### src/rtl/eff_addr_gen.sv
module eff_addr_gen #(
  parameter int DW = 8
) (
  input  logic            clk,
  input  logic            rst_n,
  input  logic            start,
  input  logic [3:0]      mode,
  input  logic            is_write,
  input  logic [DW-1:0]   op_lo,
  input  logic [DW-1:0]   op_hi,
  input  logic [DW-1:0]   idx_x,
  input  logic [DW-1:0]   idx_y,
  output logic            rd_req,
  output logic [2*DW-1:0] rd_addr,
  input  logic [DW-1:0]   rd_data,
  output logic            busy,
  output logic            done,
  output logic [2*DW-1:0] addr,
  output logic            page_cross,
  output logic            extra_cycle,
  output logic [2:0]      cycles
);
  localparam int AW = 2*DW;
  localparam logic [3:0] M_ZP = 4'd0, M_ZPX = 4'd1, M_ZPY = 4'd2, M_ABS = 4'd3,
                         M_ABX = 4'd4, M_ABY = 4'd5, M_IZX = 4'd6, M_IZY = 4'd7,
                         M_IND = 4'd8;
  localparam logic [1:0] S_IDLE = 2'd0, S_LO = 2'd1, S_HI = 2'd2;

  logic [1:0]    st;
  logic [3:0]    mode_q;
  logic          wr_q;
  logic [DW-1:0] y_q, lo_q;
  logic [AW-1:0] plo_a, phi_a;

  logic [AW-1:0] base, sum_x, sum_y;
  logic [DW-1:0] zp_x, zp_y, zp_n;
  logic          is_ptr;

  assign base  = {op_hi, op_lo};
  assign sum_x = base + {{DW{1'b0}}, idx_x};
  assign sum_y = base + {{DW{1'b0}}, idx_y};
  assign zp_x  = op_lo + idx_x;
  assign zp_y  = op_lo + idx_y;
  assign zp_n  = op_lo + 1'b1;
  assign is_ptr = (mode == M_IZX) || (mode == M_IZY) || (mode == M_IND);

  logic [AW-1:0] d_ea;
  logic          d_pc;
  logic [2:0]    d_cyc;
  always_comb begin
    d_ea = base;
    d_pc = 1'b0;
    d_cyc = 3'd4;
    case (mode)
      M_ZP:  begin d_ea = {{DW{1'b0}}, op_lo}; d_cyc = 3'd3; end
      M_ZPX: d_ea = {{DW{1'b0}}, zp_x};
      M_ZPY: d_ea = {{DW{1'b0}}, zp_y};
      M_ABX: begin
        d_ea = sum_x;
        d_pc = sum_x[AW-1:DW] != op_hi;
        d_cyc = (is_write || d_pc) ? 3'd5 : 3'd4;
      end
      M_ABY: begin
        d_ea = sum_y;
        d_pc = sum_y[AW-1:DW] != op_hi;
        d_cyc = (is_write || d_pc) ? 3'd5 : 3'd4;
      end
      default: ;
    endcase
  end

  logic [AW-1:0] ptr, izy_sum, p_ea;
  logic          p_pc;
  logic [2:0]    p_cyc;
  assign ptr     = {rd_data, lo_q};
  assign izy_sum = ptr + {{DW{1'b0}}, y_q};
  always_comb begin
    p_ea = ptr;
    p_pc = 1'b0;
    p_cyc = 3'd5;
    case (mode_q)
      M_IZX: p_cyc = 3'd6;
      M_IZY: begin
        p_ea = izy_sum;
        p_pc = izy_sum[AW-1:DW] != rd_data;
        p_cyc = (wr_q || p_pc) ? 3'd6 : 3'd5;
      end
      default: ;
    endcase
  end

  assign busy    = st != S_IDLE;
  assign rd_req  = (st == S_LO) || (st == S_HI);
  assign rd_addr = (st == S_HI) ? phi_a : plo_a;

  always_ff @(posedge clk) begin
    if (!rst_n) begin
      st <= S_IDLE;
      mode_q <= '0;
      wr_q <= 1'b0;
      y_q <= '0;
      lo_q <= '0;
      plo_a <= '0;
      phi_a <= '0;
      done <= 1'b0;
      addr <= '0;
      page_cross <= 1'b0;
      extra_cycle <= 1'b0;
      cycles <= '0;
    end else begin
      done <= 1'b0;
      case (st)
        S_IDLE: if (start) begin
          mode_q <= mode;
          wr_q <= is_write;
          y_q <= idx_y;
          if (is_ptr) begin
            st <= S_LO;
            if (mode == M_IZX) begin
              plo_a <= {{DW{1'b0}}, zp_x};
              phi_a <= {{DW{1'b0}}, zp_x + 1'b1};
            end else if (mode == M_IZY) begin
              plo_a <= {{DW{1'b0}}, op_lo};
              phi_a <= {{DW{1'b0}}, zp_n};
            end else begin
              plo_a <= base;
              phi_a <= {op_hi, zp_n};
            end
          end else begin
            done <= 1'b1;
            addr <= d_ea;
            page_cross <= d_pc;
            extra_cycle <= d_pc && !is_write;
            cycles <= d_cyc;
          end
        end
        S_LO: begin
          lo_q <= rd_data;
          st <= S_HI;
        end
        default: begin
          st <= S_IDLE;
          done <= 1'b1;
          addr <= p_ea;
          page_cross <= p_pc;
          extra_cycle <= p_pc && !wr_q;
          cycles <= p_cyc;
        end
      endcase
    end
  end
endmodule

### config.mk
export PLATFORM = sky130hd
export DESIGN_NAME = eff_addr_gen
export DESIGN_NICKNAME = d
export VERILOG_FILES = /design/src/rtl/eff_addr_gen.sv
export SDC_FILE = /design/constraint.sdc
export NUM_CORES = 1
export LEC_CHECK = 0
export CAP_MARGIN = 30
export CORE_AREA = 5 5 109 111
export CTS_CLUSTER_SIZE = 20
export DETAILED_ROUTE_END_ITERATION = 6
export DIE_AREA = 0 0 114 116
export PLACE_DENSITY = 0.76
export SETUP_SLACK_MARGIN = 0.1
export SYNTH_ARGS = -nofsm -noshare
export SYNTH_HDL_FRONTEND = slang
export SYNTH_SLANG_ARGS = --single-unit
### constraint.sdc
create_clock -name clk -period 2.8 [get_ports clk]
set_clock_uncertainty 0.1 [all_clocks]
set_input_delay 0.56 -clock clk [delete_from_list [all_inputs] [get_ports clk]]
set_output_delay 0.56 -clock clk [all_outputs]
set_load 0.01 [all_outputs]
# Word level (Yosys, flattened, before mapping)
# Cells that the tools add are included.
dict set report totals {
  elab_cells 86
  register_bits 77
  out_inout_bits 40
}
dict set report op_classes {
  n_reduce_logical 17
  bitwise 1
  addsub 7
  n_mux 32
  eq_ne 17
}
# op n
set ops {}
lappend ops {{$mux 16} 8}
lappend ops {{$pmux 16 s5} 1}
lappend ops {{$add 16x8->16} 3}
lappend ops {{$pmux 16 s2} 1}
lappend ops {{$eq 4x3->1 const B} 6}
lappend ops {{$ne 8x8->1} 3}
lappend ops {{$add 8x1->8 const B} 2}
lappend ops {{$add 8x8->8} 2}
lappend ops {{$mux 1} 9}
lappend ops {{$pmux 3 s3} 1}
lappend ops {{$pmux 1 s2} 4}
lappend ops {{$pmux 2 s2} 2}
lappend ops {{$logic_or 1x1->1} 6}
lappend ops {{$mux 2} 3}
lappend ops {{$mux 3} 2}
lappend ops {{$ne 2x2->1 const B} 3}
lappend ops {{$pmux 3 s2} 1}
lappend ops {{$reduce_and 3->1} 2}
lappend ops {{$eq 4x1->1 const B} 1}
lappend ops {{$eq 4x2->1 const B} 1}
lappend ops {{$eq 4x4->1 const B} 1}
lappend ops {{$logic_not 4->1} 1}
lappend ops {{$reduce_and 2->1} 2}
lappend ops {{$eq 2x1->1 const B} 1}
lappend ops {{6 further kinds} 8}

# Depth between registers and ports, before layout
# Gate-level depths: netlist of run 1.
dict set report logic_depth {
  word_depth 8
  depth_mapped 10
  mapped_depth_nobuf 10
}

# Worst setup path after synthesis of run 1
# OpenSTA, ideal clock, no wires.
dict set report synth_path {
  path_kind {input port to flip-flop}
  from {input op_lo[0]}
  to {register cycles[0]}
  required_ns 2.597
  arrival_time_ns 2.614
  path_slack_ns -0.018
  stages 10
  setup_time_ns 0.103
  cell_sequence {ha_1 inv_1 fa_1 nor2b_4 o211ai_2 a221oi_4 o22ai_4 a211oi_2 nor4_1 a2111oi_2}
}
dict set report synth_via {
  elab_chain_len 8
  elab_cells_between_ends 12
  classes_between {add/sub (2); eq/ne (2); mux (6); reduce/logical (2)}
}
# item line_no
set synth_lines {}
lappend synth_lines {{from (decl)} 9} ;# input logic [DW-1:0] op_lo,
lappend synth_lines {{$add 16x8->16, on equally long branches} {41, 40}}
lappend synth_lines {{$ne 8x8->1, on equally long branches} {65, 60}}
lappend synth_lines {{$logic_or 1x1->1, on equally long branches} {66, 61}}
lappend synth_lines {{$mux 1, on equally long branches} {66, 61}}
lappend synth_lines {{$pmux 3 s3 *} 54} ;# case (mode)
lappend synth_lines {{$mux 3 *} 117} ;# if (is_ptr) begin
lappend synth_lines {{$mux 3 *} 113} ;# S_IDLE: if (start) begin
lappend synth_lines {{$pmux 3 s2 *} 112} ;# case (st)
lappend synth_lines {{to (signal assigned)} 134} ;# cycles <= d_cyc;
lappend synth_lines {{to (signal assigned)} 147} ;# cycles <= p_cyc;
lappend synth_lines {{to (decl)} 21} ;# output logic [2:0] cycles
# Mark *: on every way between the ends. The rest lies on a longest branch, timed or not. The select of a mux whose other input is x is not followed.
# A chain may end at the register's enable or synchronous reset.

# Final worst setup path of run 1
dict set report layout_path {
  from {register lo_q[0]}
  to {register cycles[0]}
}
dict set report layout_via {
  elab_chain_len 6
}
# item line_no
set layout_lines {}
lappend layout_lines {{from (decl)} 32} ;# logic [DW-1:0] y_q, lo_q;
lappend layout_lines {{from (signal assigned)} 138} ;# lo_q <= rd_data;
lappend layout_lines {{$add 16x8->16} 76} ;# assign izy_sum = ptr + {{DW{1'b0}}, y_q};
lappend layout_lines {{$ne 8x8->1} 85} ;# p_pc = izy_sum[AW-1:DW] != rd_data;
lappend layout_lines {{$logic_or 1x1->1} 86} ;# p_cyc = (wr_q || p_pc) ? 3'd6 : 3'd5;
lappend layout_lines {{$mux 2} 86}
lappend layout_lines {{$pmux 2 s2} 81} ;# case (mode_q)
lappend layout_lines {{$pmux 3 s2} 112}
# Every way passes these cells.

==> results of run 1 <==
## repair_timing
action / in CTS / in global routing
setup buffers: 3 / 4
resized for setup: 36 / 41
pin swaps: 15 / 20
endpoints found under the setup margin: 28 / 20
## per-stage QoR
step | area [um2] | cells | hold slack, ns | TNS, ns
after global routing | 7430 | 964 | 0.384 | 0
after global placement | 6810 | 941 | 0.337 | -8.09
after detailed placement | 6810 | 941 | 0.349 | -9.97
final | 7430 | 964 | 0.356 | 0
after CTS | 7210 | 960 | 0.358 | 0
after floorplan | 5130 | 640 | 0.328 | 0
## path summary, 6_finish.rpt
kind,from,endpoint,slack [ns],depth (start not counted)
worst min-delay path,phi_a[4],phi_a[4],0.36,2
worst min register to register,phi_a[4],phi_a[4],0.36,2
worst max-delay path,lo_q[0],cycles[0],0.17,8
worst max register to register,lo_q[0],cycles[0],0.17,8
## routing by layer
layer / track usage [%] / share of wire, %
met1: 31.4 / 42
met2: 44.0 / 49
met3: 3.92 / 5.8
met4: 10.1 / 3.2
met5: 0 / 0
## cell families (layout without fill, tap and decap cells)
family,count (synthesis),in the layout,share of synthesized area [%]
and+or+nand+nor,259,259,24.4
AOI/OAI and AO/OA,173,173,25.4
DFF,69,69,26.9
buffers and inverters,58,242,5.83
adders and majority gates,32,32,8.25
xor gates and xnor gates,27,27,4.61
muxes,22,22,4.54
## report_power, final
part           internal (mW)  switching (mW)  total (mW)
Sequential              1.04          0.0430        1.09
Clock                  0.620           0.393        1.01
Combinational          0.536           0.531        1.07
Total                   2.20           0.967        3.17
## cell type report
| class | count | area (um2) |
|---|---|---|
| multi-input cells | 513 | 3760 |
| fillers | 849 | 3270 |
| repair buffers | 211 | 1810 |
| flip-flops and latches | 69 | 1380 |
| well taps | 140 | 175 |
| clock buffers | 11 | 141 |
| clock inverters | 5 | 106 |
| inverters | 15 | 56.3 |
## flip-flops by register name (all words and copies together), names as in the netlist
register	count
done	1
plo_a	16
addr	16
mode_q	4
wr_q	1
st	2
extra_cycle	1
lo_q	8
page_cross	1
phi_a	8
y_q	8
cycles	3
## cells in the final DEF, fill, tap and decap left out, drive strengths merged, types with 5 or more instances in the layout
cell type | synthesis | layout
a21o | 9 | 9
xor2 | 14 | 14
nand2 | 107 | 107
nor3b | 5 | 5
dfxtp | 69 | 69
mux2 | 10 | 10
a21oi | 53 | 53
clkbuf | 34 | 13
dlymetal6s2s | 0 | 8
inv | 15 | 16
mux2i | 12 | 12
a211oi | 18 | 18
buf | 9 | 125
nor4 | 6 | 6
or3 | 5 | 5
ha | 29 | 29
o21ai | 34 | 34
nand3 | 25 | 25
and2 | 5 | 5
a221oi | 9 | 9
dlygate4sd2 | 0 | 5
and3 | 5 | 5
nor3 | 18 | 18
xnor2 | 13 | 13
clkdlybuf4s50 | 0 | 69
nor2 | 57 | 57
## synthesized netlist by cell type (4+ instances only)
cell / number / area, um2
mux2_2: 10 / 113
nand2_1: 107 / 402
o21ai_1: 13 / 65.1
a211oi_1: 14 / 105
clkbuf_8: 5 / 68.8
and3_1: 5 / 31.3
a21o_1: 9 / 67.6
mux2i_1: 12 / 120
xor2_1: 14 / 123
clkbuf_1: 28 / 105
nor4_1: 6 / 37.5
xnor2_1: 13 / 114
dfxtp_1: 69 / 1380
inv_1: 15 / 56.3
or3_1: 4 / 25.0
o21ai_0: 19 / 95.1
nand2b_1: 4 / 25.0
a221oi_1: 6 / 52.6
nor3b_1: 4 / 30.0
ha_1: 29 / 363
nand3_1: 25 / 125
a21oi_1: 52 / 260
nor3_1: 17 / 85.1
nor2_1: 55 / 206
and2_1: 4 / 25.0
buf_2: 6 / 30.0
## critical path: cells and delay by family, from the launching register on
kind	cells	cell delay, ns
AOI/OAI and AO/OA	4	1.00
adders and majority gates	2	0.61
and+or+nand+nor	2	0.48
DFF	1	0.34
==> key figures, run 1 <==
Global route
  – Initial antenna violation count: 0
  – First-pass GRT wire length: 27.0 mm
  – Tot GR Track Use: 25.3%
  – Number of global-route vias before repair: 5,599
  – Gr ovfl total: 0
  – Largest net degree at the start of global routing: 20

STA
  – Final worst slack: 0.172 ns
  – Worst Max-Slew Pin Slew: 0.709 ns
  – Rel. slew slack: 52.7%
  – Final Max Tran Viols: 0
  – RSZ-0062 raised after global routing: false
  – Fmax: 380 MHz
  – Final hold viol count: 0
  – Tmin final: 2.63 ns
  – Part of the cycle the worst path needs: 93.9%
  – Final setup vio count: 0

Finish
  – Share of cells above drive strength 1: 27.2%
  – Post-layout util: 69.5%
  – Ant diodes: 0
  – Net count reported at finish: 899
  – Synthesis-to-finish area growth: 44.9%

CTS
  – CTS tree: built
  – Clock buffer depth: 2
  – CTS root buffer: clkbuf_8
  – Worst-path clk slew: 0.07 ns
  – Clk_lat worst skew: 0.36 ns
  – Inserted Clock Buffers: 9
  – Clock tree sinks: 69
  – H-tree Lvls: 3
  – Hold Buf Count CTS: 0

Flow run
  – Max Cap Viol: 0

Setup path
  – Startpoint Class: register
  – Max incr delay on CP: 0.42 ns
  – Slowest stage cell, crit path: or3_4
  – Crit path cell chain: ha_2, fa_2, a211oi_2, o21ai_1, a31oi_2, nor2_2, or3_4, a2111oi_4
  – CP Data Required Time: 2.96 ns
  – Crit-path max FO: 3
  – CP endpoint kind: register
  – Crit Path Category: register to register
  – Arrival @ worst endpoint: 2.78 ns

Routing
  – Drt drc: 0
  – Drt via density: 5.80
  – Vias after detailed routing: 5,591
  – DRT Wirelength: 17.2 mm
  – TritonRoute pass-1 iters: 4
  – First DRT Iteration DRCs: 344
  – Routed Antenna Nets: 0
  – WL per Instance: 17.8 um

Yosys
  – Mapped Avg Cell Area: 8.01 um2
  – Post-synthesis sequential area ratio: 26.9%
  – Post-synth ARST share: 0%
  – Post-Syn Nets: 720
  – Synth Flop Type: dfxtp_1
  – Yosys cell types: 87
  – Yosys reg bits: 69
  – Number of synthesized flops with an enable pin: 0
  – Mapped cell area: 0.00513 mm2
  – Mapped Cells: 640
  – Yosys warns: 0

Floorplan
  – Die height: 116 um
  – Starting Density: 47.9%
  – Die Span X: 114 um
  – Core Rows: 38
  – Io pins: 88
  – Die area: 0.0132 mm2
  – Core area: 0.0107 mm2

Power and ir drop
  – Power per cell area: 426 mW/mm2
  – Worst vdd ir: 0.270 mV
  – Tot Pwr: 3.17 mW
  – Static leakage: 3.04 nW

Place
  – Placer Congestion: 0.923
  – Post-DP HPWL: 13.1 mm
  – Port Buf Inserts: 87
  – Pre-CTS WS: -0.621 ns

Min path
  – Hold Path Class: register to register

Outcome
  – Outcome: finished, final reports clean
Power figures use the tool's default switching activity.
==> run 2, diff against run 1 <==
- CORE_AREA: 5 5 109 111 -> 3 3 107 109
- CTS_CLUSTER_DIAMETER: not set -> 60
- DIE_AREA: 0 0 114 116 -> 0 0 110 112
==> run 2 against run 1 <==
Effect of this change:
- wire length shrank 1.7%
- combinational power is essentially flat
- register-to-register slack lost 0.04 ns
- clock power shrank 10%
- critical path depth is the same
- hold slack lost 0.0043 ns
- largest cell class unchanged
- largest power group unchanged
==> key figures, run 2 (synthesized netlist as in run 1, its figures left out) <==
Finish
  – Non-filler cells, final: 964 (unchanged)
  – Synthesis-to-finish area growth: 42.8%
  – Commonest cells after routing, fill and taps aside: 123 x buf_4, 107 x nand2_1, 73 x clkdlybuf4s50_1
  – Share of cells above drive strength 1: 26.9% (-0.24 points)
  – Net count reported at finish: 899 (unchanged)
  – Commonest non-fill, non-tap cell in the layout: buf_4
  – Ant diodes: 0 (unchanged)
  – Post-layout util: 68.4% (-1.0 points)
  – Top flop regs: addr: 16 flops, plo_a: 16 flops

Place
  – Post-DP HPWL: 12.8 mm (-2.1%)
  – Pre-CTS WS: -0.595 ns (+0.0258 ns)
  – Port Buf Inserts: 87 (unchanged)
  – Placed Cells: 942 (+0.11%)
  – Placer Congestion: 0.899 (-2.7%)

Setup path
  – Arrival @ worst endpoint: 2.83 ns (+0.05 ns)
  – Reg-to-Reg Start: lo_q[0]
  – Startpoint Class: register
  – Crit path to: cycles[0]
  – Crit Path Category: register to register
  – Crit-path max FO: 3 (unchanged)
  – Crit path cell chain: ha_1, fa_2, a211oi_4, o21ai_1, a31oi_2, nor2_2, or3_4, a2111oi_2
  – Slowest stage cell, crit path: or3_4
  – CP Depth: 8 (unchanged)
  – CP bufs+invs: 0 (unchanged)
  – Max incr delay on CP: 0.41 ns (about the same)
  – Reg2Reg Depth: 8 (unchanged)
  – Critical path's top delay family: compound AO/OA/AOI/OAI gates
  – Critical Path Source: lo_q[0]
  – CP endpoint kind: register
  – R2R setup slack: 0.13 ns (-0.04 ns)
  – RR Endpoint: cycles[0]
  – CP Data Required Time: 2.96 ns (about the same)

Routing
  – M1 WL: 6.94 mm (-2.7%)
  – Routed Antenna Nets: 0 (unchanged)
  – First DRT Iteration DRCs: 327 (-4.9%)
  – Routed met2 length: 8.32 mm (-2.3%)
  – Met3 Routed Length: 1.16 mm (+16%)
  – Drt via density: 5.79 (-0.11%)
  – TritonRoute pass-1 iters: 5 (+1)
  – DRT Wirelength: 16.9 mm (-1.7%)
  – Vias after detailed routing: 5,585 (-0.11%)
  – Highest metal used: met4
  – Drt drc: 0 (unchanged)
  – WL per Instance: 17.5 um (-1.7%)

Global route
  – Initial antenna violation count: 0 (unchanged)
  – First-pass GRT wire length: 26.7 mm (-1.3%)
  – Largest net degree at the start of global routing: 26 (+30%)
  – Gr ovfl total: 0 (unchanged)
  – Number of global-route vias before repair: 5,511 (-1.6%)
  – Tot GR Track Use: 27.2% (+1.9 points)

STA
  – Part of the cycle the worst path needs: 95.2% (+1.3 points)
  – Tmin final: 2.67 ns (+0.0368 ns)
  – RSZ-0062 raised after global routing: true
  – Rel. slew slack: 61.5% (+8.8 points)
  – Final setup vio count: 0 (unchanged)
  – Fmax: 375 MHz (-1.4%)
  – Final worst slack: 0.135 ns (-0.0368 ns)
  – Final Max Tran Viols: 0 (unchanged)
  – Setup TNS: 0 ns (unchanged)
  – Final hold viol count: 0 (unchanged)
  – Worst Max-Slew Pin Slew: 0.577 ns (-0.132 ns)

Floorplan
  – Core Rows: 38 (unchanged)
  – Die area: 0.0123 mm2 (-6.8%)
  – Starting Density: 47.9% (unchanged)
  – Die Span X: 110 um (-3.5%)
  – Die height: 112 um (-3.4%)
  – Core area: 0.0107 mm2 (unchanged)
  – Io pins: 88 (unchanged)

CTS
  – Clock buffer depth: 2 (unchanged)
  – Inserted Clock Buffers: 9 (unchanged)
  – CTS tree: built
  – Clk_lat worst skew: 0.36 ns (about the same)
  – Hold Buf Count CTS: 0 (unchanged)
  – CTS root buffer: clkbuf_8
  – Clock tree sinks: 69 (unchanged)
  – H-tree Lvls: 3 (unchanged)
  – Worst-path clk slew: 0.08 ns (about the same)

Power and ir drop
  – Tot Pwr: 3.04 mW (-4.0%)
  – Static leakage: 3.00 nW (-1.2%)
  – Power per cell area: 415 mW/mm2 (-2.6%)
  – Worst vdd ir: 0.214 mV (-21%)

Flow run
  – Max Cap Viol: 0 (unchanged)

Outcome
  – Outcome: finished, final reports clean

Min path
  – Hold Path Class: register to register
run 2: changes by cell type in the layout (fill, tap and decap cells not counted), sizes merged:
| cell | before | now |
|---|---|---|
| bufinv | 3 | 2 |
| clkbuf | 13 | 11 |
| clkdlybuf4s15 | 2 | 0 |
| clkdlybuf4s50 | 69 | 73 |
| clkinv | 0 | 2 |
| dlygate4sd2 | 5 | 7 |
| dlymetal6s2s | 8 | 5 |
run 2: worst reg2reg max path, stage by stage (launching register included):
cell and delay, ns:
dfxtp_1 0.34, ha_1 0.21, fa_2 0.38, a211oi_4 0.27, o21ai_1 0.12, a31oi_2 0.29
nor2_2 0.09, or3_4 0.41, a2111oi_2 0.34
run 2: stage by stage:
stage	hold slack, ns	area [um2]
floorplan	0.328	5130
global placement	0.338	6820
finish	0.352	7320
detailed placement	0.342	6820
global route	0.374	7320
CTS	0.353	7110
run 2: area by class of cell:
| cell class | instances | area (um2) |
|---|---|---|
| clock buffers | 10 | 128 |
| clock inverters | 6 | 86.3 |
| fillers | 861 | 3380 |
| inverters | 15 | 56.3 |
| multi-input cells | 513 | 3690 |
| flip-flops and latches | 69 | 1380 |
| well taps | 140 | 175 |
| repair buffers | 211 | 1800 |
run 2: repair_timing:
action	in CTS	in global routing
cloned	0	0
gates resized for setup	28	34
pin swaps	13	14
setup endpoints to repair	26	26
buffers inserted	2	4
run 2: worst min-delay path by stage:
stage	from	endpoint	slack, ns	cells past startpoint
finish	plo_a[10]	plo_a[10]	0.35	2
global route	plo_a[15]	plo_a[15]	0.37	2
CTS	plo_a[10]	plo_a[10]	0.35	2
detailed placement	plo_a[10]	plo_a[10]	0.34	2
global placement	phi_a[4]	phi_a[4]	0.34	2
floorplan	phi_a[4]	phi_a[4]	0.33	2
run 2: per-layer routing:
layer | up-vias | GRT usage, %
met4 | 0 | 12.1
li1 | 2657 | -
met1 | 2640 | 34.5
met3 | 45 | 4.58
met2 | 243 | 44.9
met5 | - | 0
run 2: power by group:
part | total, mW | switching, mW | leakage [nW] | internal (mW)
Combinational | 1.05 | 0.520 | 2.33 | 0.526
Sequential | 1.08 | 0.0409 | 0.564 | 1.04
Clock | 0.908 | 0.407 | 0.107 | 0.502
Total | 3.04 | 0.968 | 3.00 | 2.07
